File: src/rtl/cisa_alu_pkg.sv
package cisa_alu_pkg;

   typedef enum logic [3:0] {
      OP_AND = 4'd0,  OP_EOR = 4'd1,  OP_LSL = 4'd2,  OP_LSR = 4'd3,
      OP_ASR = 4'd4,  OP_ADC = 4'd5,  OP_SBC = 4'd6,  OP_ROR = 4'd7,
      OP_TST = 4'd8,  OP_NEG = 4'd9,  OP_CMP = 4'd10, OP_CMN = 4'd11,
      OP_ORR = 4'd12, OP_MUL = 4'd13, OP_BIC = 4'd14, OP_MVN = 4'd15
   } alu_op_e;

   typedef enum logic [1:0] {
      SH_LSL = 2'd0,
      SH_LSR = 2'd1,
      SH_ASR = 2'd2,
      SH_ROR = 2'd3
   } shift_kind_e;

   typedef struct packed {
      logic n;
      logic z;
      logic c;
      logic v;
   } alu_flags_t;

endpackage

File: src/rtl/cisa_alu_logic.sv
module cisa_alu_logic
   import cisa_alu_pkg::*;
#(
   parameter int DATA_W = 32
) (
   input  alu_op_e           op,
   input  logic [DATA_W-1:0] a,
   input  logic [DATA_W-1:0] b,
   output logic [DATA_W-1:0] y
);

   always_comb begin
      unique case (op)
         OP_AND, OP_TST: y = a & b;
         OP_EOR:         y = a ^ b;
         OP_ORR:         y = a | b;
         OP_BIC:         y = a & ~b;
         OP_MVN:         y = ~b;
         default:        y = '0;
      endcase
   end

   always_comb begin
      if (op == OP_MVN)
         AST_MVN_IGNORES_DEST: assert (y == ~b);
   end

endmodule

File: src/rtl/cisa_alu_shifter.sv
module cisa_alu_shifter
   import cisa_alu_pkg::*;
#(
   parameter int DATA_W = 32,
   parameter int AMT_W  = 8
) (
   input  shift_kind_e       kind,
   input  logic [DATA_W-1:0] val,
   input  logic [AMT_W-1:0]  amt,
   input  logic              c_in,
   output logic [DATA_W-1:0] res,
   output logic              c_out
);

   localparam int LOG2W = $clog2(DATA_W);

   logic [DATA_W:0]          lsl_w;
   logic [DATA_W:0]          lsr_w;
   logic signed [DATA_W:0]   asr_w;
   logic [LOG2W-1:0]         rot;
   logic [LOG2W:0]           rot_back;
   logic [DATA_W-1:0]        ror_v;

   always_comb begin
      // one extra bit beside the data catches the last bit shifted out
      lsl_w    = {1'b0, val} << amt;
      lsr_w    = {val, 1'b0} >> amt;
      asr_w    = $signed({val, 1'b0}) >>> amt;
      rot      = amt[LOG2W-1:0];
      rot_back = (LOG2W+1)'(DATA_W) - {1'b0, rot};
      ror_v    = (val >> rot) | (val << rot_back);

      if (amt == '0) begin
         res   = val;
         c_out = c_in;
      end else begin
         unique case (kind)
            SH_LSL: begin res = lsl_w[DATA_W-1:0]; c_out = lsl_w[DATA_W]; end
            SH_LSR: begin res = lsr_w[DATA_W:1];   c_out = lsr_w[0];      end
            SH_ASR: begin res = asr_w[DATA_W:1];   c_out = asr_w[0];      end
            default: begin res = ror_v;            c_out = ror_v[DATA_W-1]; end
         endcase
      end
   end

   always_comb begin
      if (kind == SH_LSL && amt > AMT_W'(DATA_W))
         AST_LSL_WIDE_CLEARS: assert (res == '0 && !c_out);
      if (kind == SH_ASR && amt >= AMT_W'(DATA_W))
         AST_ASR_SIGN_FILL: assert (res == {DATA_W{val[DATA_W-1]}} && c_out == val[DATA_W-1]);
      if (kind == SH_ROR && amt != '0 && rot == '0)
         AST_ROR_FULL_TURN: assert (res == val && c_out == val[DATA_W-1]);
   end

endmodule

File: src/rtl/cisa_alu_addsub.sv
module cisa_alu_addsub #(
   parameter int DATA_W = 32
) (
   input  logic [DATA_W-1:0] a,
   input  logic [DATA_W-1:0] b,
   input  logic              sub,
   input  logic              cin,
   output logic [DATA_W-1:0] sum,
   output logic              c_out,
   output logic              v_out
);

   logic [DATA_W-1:0] b_eff;
   logic [DATA_W:0]   wide;

   always_comb begin
      b_eff = sub ? ~b : b;
      wide  = {1'b0, a} + {1'b0, b_eff} + {{DATA_W{1'b0}}, cin};
      sum   = wide[DATA_W-1:0];
      c_out = wide[DATA_W];
      v_out = (a[DATA_W-1] == b_eff[DATA_W-1]) && (sum[DATA_W-1] != a[DATA_W-1]);
   end

   always_comb begin
      if (sub && cin && a == b)
         AST_SUB_SELF_ZERO: assert (sum == '0 && c_out && !v_out);
   end

endmodule

File: src/rtl/cisa_alu_mul.sv
module cisa_alu_mul #(
   parameter int DATA_W    = 32,
   parameter int MUL_STYLE = 0   // 0: inferred operator, 1: shift-add array
) (
   input  logic [DATA_W-1:0] a,
   input  logic [DATA_W-1:0] b,
   output logic [DATA_W-1:0] p
);

   generate
      if (MUL_STYLE == 0) begin : g_infer
         assign p = a * b;
      end else begin : g_array
         logic [DATA_W-1:0] pp [DATA_W];
         for (genvar i = 0; i < DATA_W; i++) begin : g_pp
            assign pp[i] = b[i] ? (a << i) : '0;
         end
         always_comb begin
            p = '0;
            for (int k = 0; k < DATA_W; k++) p = p + pp[k];
         end
      end
   endgenerate

   always_comb begin
      if (a == '0 || b == '0)
         AST_MUL_ZERO_FACTOR: assert (p == '0);
   end

endmodule

File: src/rtl/cisa_reg_alu.sv
module cisa_reg_alu
   import cisa_alu_pkg::*;
#(
   parameter int DATA_W    = 32,
   parameter int AMT_W     = 8,
   parameter int MUL_STYLE = 0
) (
   input  logic [3:0]        op_i,
   input  logic [DATA_W-1:0] dst_i,
   input  logic [DATA_W-1:0] src_i,
   input  logic              n_i,
   input  logic              z_i,
   input  logic              c_i,
   input  logic              v_i,
   output logic [DATA_W-1:0] result_o,
   output logic              wr_en_o,
   output logic              n_o,
   output logic              z_o,
   output logic              c_o,
   output logic              v_o
);

   localparam int LOG2W = $clog2(DATA_W);

   generate
      if (DATA_W < 8 || (DATA_W & (DATA_W - 1)) != 0) begin : g_bad_width
         $error("cisa_reg_alu: DATA_W must be a power of two of at least 8");
      end
      if (AMT_W <= LOG2W || AMT_W > DATA_W) begin : g_bad_amt
         $error("cisa_reg_alu: AMT_W must exceed log2(DATA_W) and fit in DATA_W");
      end
      if (MUL_STYLE != 0 && MUL_STYLE != 1) begin : g_bad_mul
         $error("cisa_reg_alu: MUL_STYLE must be 0 or 1");
      end
   endgenerate

   alu_op_e           op;
   shift_kind_e       sh_kind;
   logic [DATA_W-1:0] logic_y, sh_res, sum, mul_p, add_a;
   logic              sh_c, add_sub, add_cin, add_c, add_v;
   alu_flags_t        fl_in, fl_out;

   assign op    = alu_op_e'(op_i);
   assign fl_in = '{n: n_i, z: z_i, c: c_i, v: v_i};

   always_comb begin
      unique case (op)
         OP_LSR:  sh_kind = SH_LSR;
         OP_ASR:  sh_kind = SH_ASR;
         OP_ROR:  sh_kind = SH_ROR;
         default: sh_kind = SH_LSL;
      endcase
      add_a   = (op == OP_NEG) ? '0 : dst_i;
      add_sub = (op == OP_SBC) || (op == OP_NEG) || (op == OP_CMP);
      unique case (op)
         OP_ADC, OP_SBC: add_cin = c_i;
         OP_NEG, OP_CMP: add_cin = 1'b1;
         default:        add_cin = 1'b0;
      endcase
   end

   cisa_alu_logic #(.DATA_W(DATA_W)) u_logic (
      .op (op), .a (dst_i), .b (src_i), .y (logic_y)
   );

   cisa_alu_shifter #(.DATA_W(DATA_W), .AMT_W(AMT_W)) u_shift (
      .kind (sh_kind), .val (dst_i), .amt (src_i[AMT_W-1:0]), .c_in (c_i),
      .res (sh_res), .c_out (sh_c)
   );

   cisa_alu_addsub #(.DATA_W(DATA_W)) u_addsub (
      .a (add_a), .b (src_i), .sub (add_sub), .cin (add_cin),
      .sum (sum), .c_out (add_c), .v_out (add_v)
   );

   cisa_alu_mul #(.DATA_W(DATA_W), .MUL_STYLE(MUL_STYLE)) u_mul (
      .a (dst_i), .b (src_i), .p (mul_p)
   );

   always_comb begin
      result_o = logic_y;
      wr_en_o  = 1'b1;
      fl_out   = fl_in;
      unique case (op)
         OP_LSL, OP_LSR, OP_ASR, OP_ROR: begin
            result_o = sh_res;
            fl_out.c = sh_c;
         end
         OP_ADC, OP_SBC, OP_NEG, OP_CMP, OP_CMN: begin
            result_o = sum;
            fl_out.c = add_c;
            fl_out.v = add_v;
         end
         OP_MUL:  result_o = mul_p;
         default: ;
      endcase
      if (op == OP_TST || op == OP_CMP || op == OP_CMN) wr_en_o = 1'b0;
      fl_out.n = result_o[DATA_W-1];
      fl_out.z = (result_o == '0);
   end

   assign n_o = fl_out.n;
   assign z_o = fl_out.z;
   assign c_o = fl_out.c;
   assign v_o = fl_out.v;

   always_comb begin
      if (op == OP_CMP || op == OP_CMN)
         AST_COMPARE_NO_WRITE: assert (!wr_en_o && z_o == (sum == '0));
      if (op == OP_NEG && src_i == '0)
         AST_NEG_ZERO_CARRY: assert (result_o == '0 && c_o && !v_o);
      if (op == OP_AND || op == OP_EOR || op == OP_ORR || op == OP_BIC || op == OP_MVN || op == OP_TST)
         AST_LOGIC_KEEPS_CV: assert (c_o == c_i && v_o == v_i);
      if (op == OP_MUL)
         AST_MUL_KEEPS_CV: assert (c_o == c_i && v_o == v_i);
      if (op == OP_LSL && src_i[AMT_W-1:0] == '0)
         AST_ZERO_AMT_PASS: assert (result_o == dst_i && c_o == c_i);
   end

endmodule

File: config.mk
export PLATFORM = sky130hd
export DESIGN_NAME = cisa_reg_alu
export DESIGN_NICKNAME = d
export VERILOG_FILES = /design/src/rtl/cisa_alu_pkg.sv /design/src/rtl/cisa_alu_logic.sv /design/src/rtl/cisa_alu_shifter.sv /design/src/rtl/cisa_alu_addsub.sv /design/src/rtl/cisa_alu_mul.sv /design/src/rtl/cisa_reg_alu.sv
export SDC_FILE = /design/constraint.sdc
export NUM_CORES = 2
export LEC_CHECK = 0
export BUFFER_PORTS_ARGS = -buffer_cell sky130_fd_sc_hd__buf_2
export CAP_MARGIN = 20
export CELL_PAD_IN_SITES_DETAIL_PLACEMENT = 2
export CELL_PAD_IN_SITES_GLOBAL_PLACEMENT = 2
export CORE_UTILIZATION = 36
export DETAILED_ROUTE_END_ITERATION = 8
export GPL_ROUTABILITY_DRIVEN = 0
export GPL_TIMING_DRIVEN = 0
export PLACE_DENSITY_LB_ADDON = 0.1
export SLEW_MARGIN = 20
export SYNTH_ARGS = -nofsm -noshare
export SYNTH_HDL_FRONTEND = slang
export SYNTH_SLANG_ARGS = --single-unit
File: constraint.sdc
create_clock -name vclk -period 14.2
set_input_delay 2.84 -clock vclk [all_inputs]
set_output_delay 2.84 -clock vclk [all_outputs]
set_load 0.005 [all_outputs]
==> results_dict.tcl <==
set metrics [dict create \
    dp.cells 4745 \
    final_cells 4731 \
    drc 0 \
    fin_nets 4381 \
    pin_count 109 \
    gr-total-overflow 0 \
    synth_fp_nets 4302 \
    vias 32986 \
    wl_per_cell_um 40.2 \
    ctsHoldBuffers 0 \
    die-area_um2 79000 \
    critPathKind "in -> out" \
    die_h_um 281 \
    outcome "complete, but fails checks" \
    synth.top_cell.area_share_pct 29.3 \
    mostFrequentLayoutCells "nor2_1 (476), inv_1 (427), fa_1 (406), nand2_1 (401), ha_1 (202)" \
    wl_um 190000 \
    seq_cells 0 \
    hold_viol 0 \
    multi_input_area_um2 25400 \
    maxSlewViolCount 0 \
    yosys.area.top_type "fa_1" \
    dr.pass1.iters 7 \
    grt_pass1_vias 34535 \
    synth_warnings 0 \
    track_usage_pct 47.7 \
    core-area_um2 76500 \
    synth_area_um2 28000 \
    cp.arrival_ns 11.54 \
    grt_pass1_wl_um 264000 \
    initial_utilization_pct 36.7 \
    ant_nets 0 \
    via_per_inst 6.97 \
    fin_crit_ns 14.38 \
    yosysSeqAreaShare_pct 0 \
    drive_above_1_share_pct 13.2 \
    regArea_um2 0 \
    synth_cells 3615 \
    antenna_found_initial 22 \
    start_kind "input port" \
    rsz0062_at_grt "true" \
    areaGrowthSynthToFinish_pct 10.4 \
    drt_iter0_drc 4606 \
    avgSynthCellArea_um2 7.76 \
    synth_cell_types 94 \
    crit_path_end_kind "primary output" \
    finalSetupViolCount 1 \
    relSlewSlack_pct 4.07 \
    final_common_cell "nor2_1" \
    fillCellCount 8777 \
    max-cap-violations 0 \
    finalCritPeriodShare_pct 101 \
    worstPathMaxFanout 9 \
    rows 101 \
    clock_buffers 0 \
    grt_max_degree 21 \
    worstMarginPinSlew_ns 1.40 \
    worst-endpoint-required_ns 11.36 \
    hpwlAfterDp_um 155000 \
    die_w_um 281 \
    port_buffers 95 \
    hold_class "in -> out" \
    fmax_ghz 0.0695 \
    synth_area_leaders "fa_1 (29%), ha_1 (9.1%), nor2_1 (6.5%), inv_1 (5.9%), nand2_1 (5.4%)" \
    violations "setup timing" \
    worst_slack_ns -0.184 \
]
## metrics by stage
step | TNS (ns) | instance area (µm²) | worst slack [ns] | utilization [%] | hold WS (ns)
2_1_floorplan | 0 | 28000 | 0.0101 | - | 5.80
3_3_place_gp | -51.90 | 29800 | -3.59 | 39.0 | 5.98
3_5_place_dp | -51.55 | 29900 | -3.51 | 39.1 | 5.97
4_1_cts | 0 | 30900 | 0.0000835 | 40.4 | 5.97
5_1_grt | -0.237 | 30900 | -0.237 | 40.5 | 6.00
6_report | -0.184 | 31000 | -0.184 | 40.5 | 5.97
## critical path, stage by stage
cell and delay (ns):
clkbuf_1 0.86, clkinv_2 0.61, nor2_1 0.30, fa_1 0.45, fa_1 0.51, ha_1 0.17
inv_1 0.06, fa_1 0.47, fa_1 0.55, inv_1 0.05, fa_1 0.48, fa_1 0.56
fa_1 0.43, ha_1 0.41, nand3b_1 0.15, o21ai_2 0.13, a222oi_1 0.30, o31a_1 0.18
buf_4 0.17, o311a_1 0.28, a32oi_2 0.22, a311o_1 0.39, or4b_1 0.54, nor4_2 0.25
buf_2 0.15
## per-layer routing
layer  vias to the layer above  routed length [µm]  GRT usage (%)  part of all wire (%)
met4                        26               16100           32.1                   8.5
met1                     16782               69900           58.6                    37
met3                       919               27200           18.8                    14
met5                         -                 187              0                 0.098
met2                      2857               76700           68.4                    40
li1                      12402                   -              -                     -
## final timing paths
kind,from,slack [ns],depth (start not counted),to
worst max-delay path,src_i[20],-0.18,25,z_o
worst min-delay path,v_i,5.97,3,v_o
## cell usage after synthesis, types with 59 or more instances
master / count
mux2i_1: 74
nor3_1: 60
fa_1: 410
nand3_1: 59
o21ai_0: 136
clkbuf_1: 191
nor2_1: 483
ha_1: 205
nand2_1: 402
inv_1: 440
a21oi_1: 141
mux4_2: 64
xnor2_1: 123
## logic make-up (layout without fill, tap and decap cells)
kind of cell / count (synthesis) / in the layout / share of synthesized area [%]
other: 0 / 9 / 0
AOI/OAI and AO/OA: 734 / 734 / 18.3
and+or+nand+nor: 1182 / 1182 / 18.4
xor gates and xnor gates: 154 / 154 / 4.81
muxes: 181 / 181 / 9.53
adders and majority gates: 615 / 615 / 38.4
buffers and inverters: 749 / 826 / 10.6
## cell type report
cell class                 instances  area share (%)
antenna                            9          0.0727
timing repair buffer             130            2.49
tap                             1030            4.16
multi-input combinational       2866            82.2
inverter                         457            5.76
buffer                           239            5.31
## what timing repair did
action | 4_1_cts | 5_1_grt
cloned | 0 | 0
endpoints found under the setup margin | 28 | 1
pin swaps | 13 | 5
setup buffers | 27 | 2
resized for setup | 322 | 23
hold endpoints to repair | 0 | 0
Power is left out: the tool's default activity adds up to more than one toggle a clock period on the data nets, which glitch-free logic cannot reach.
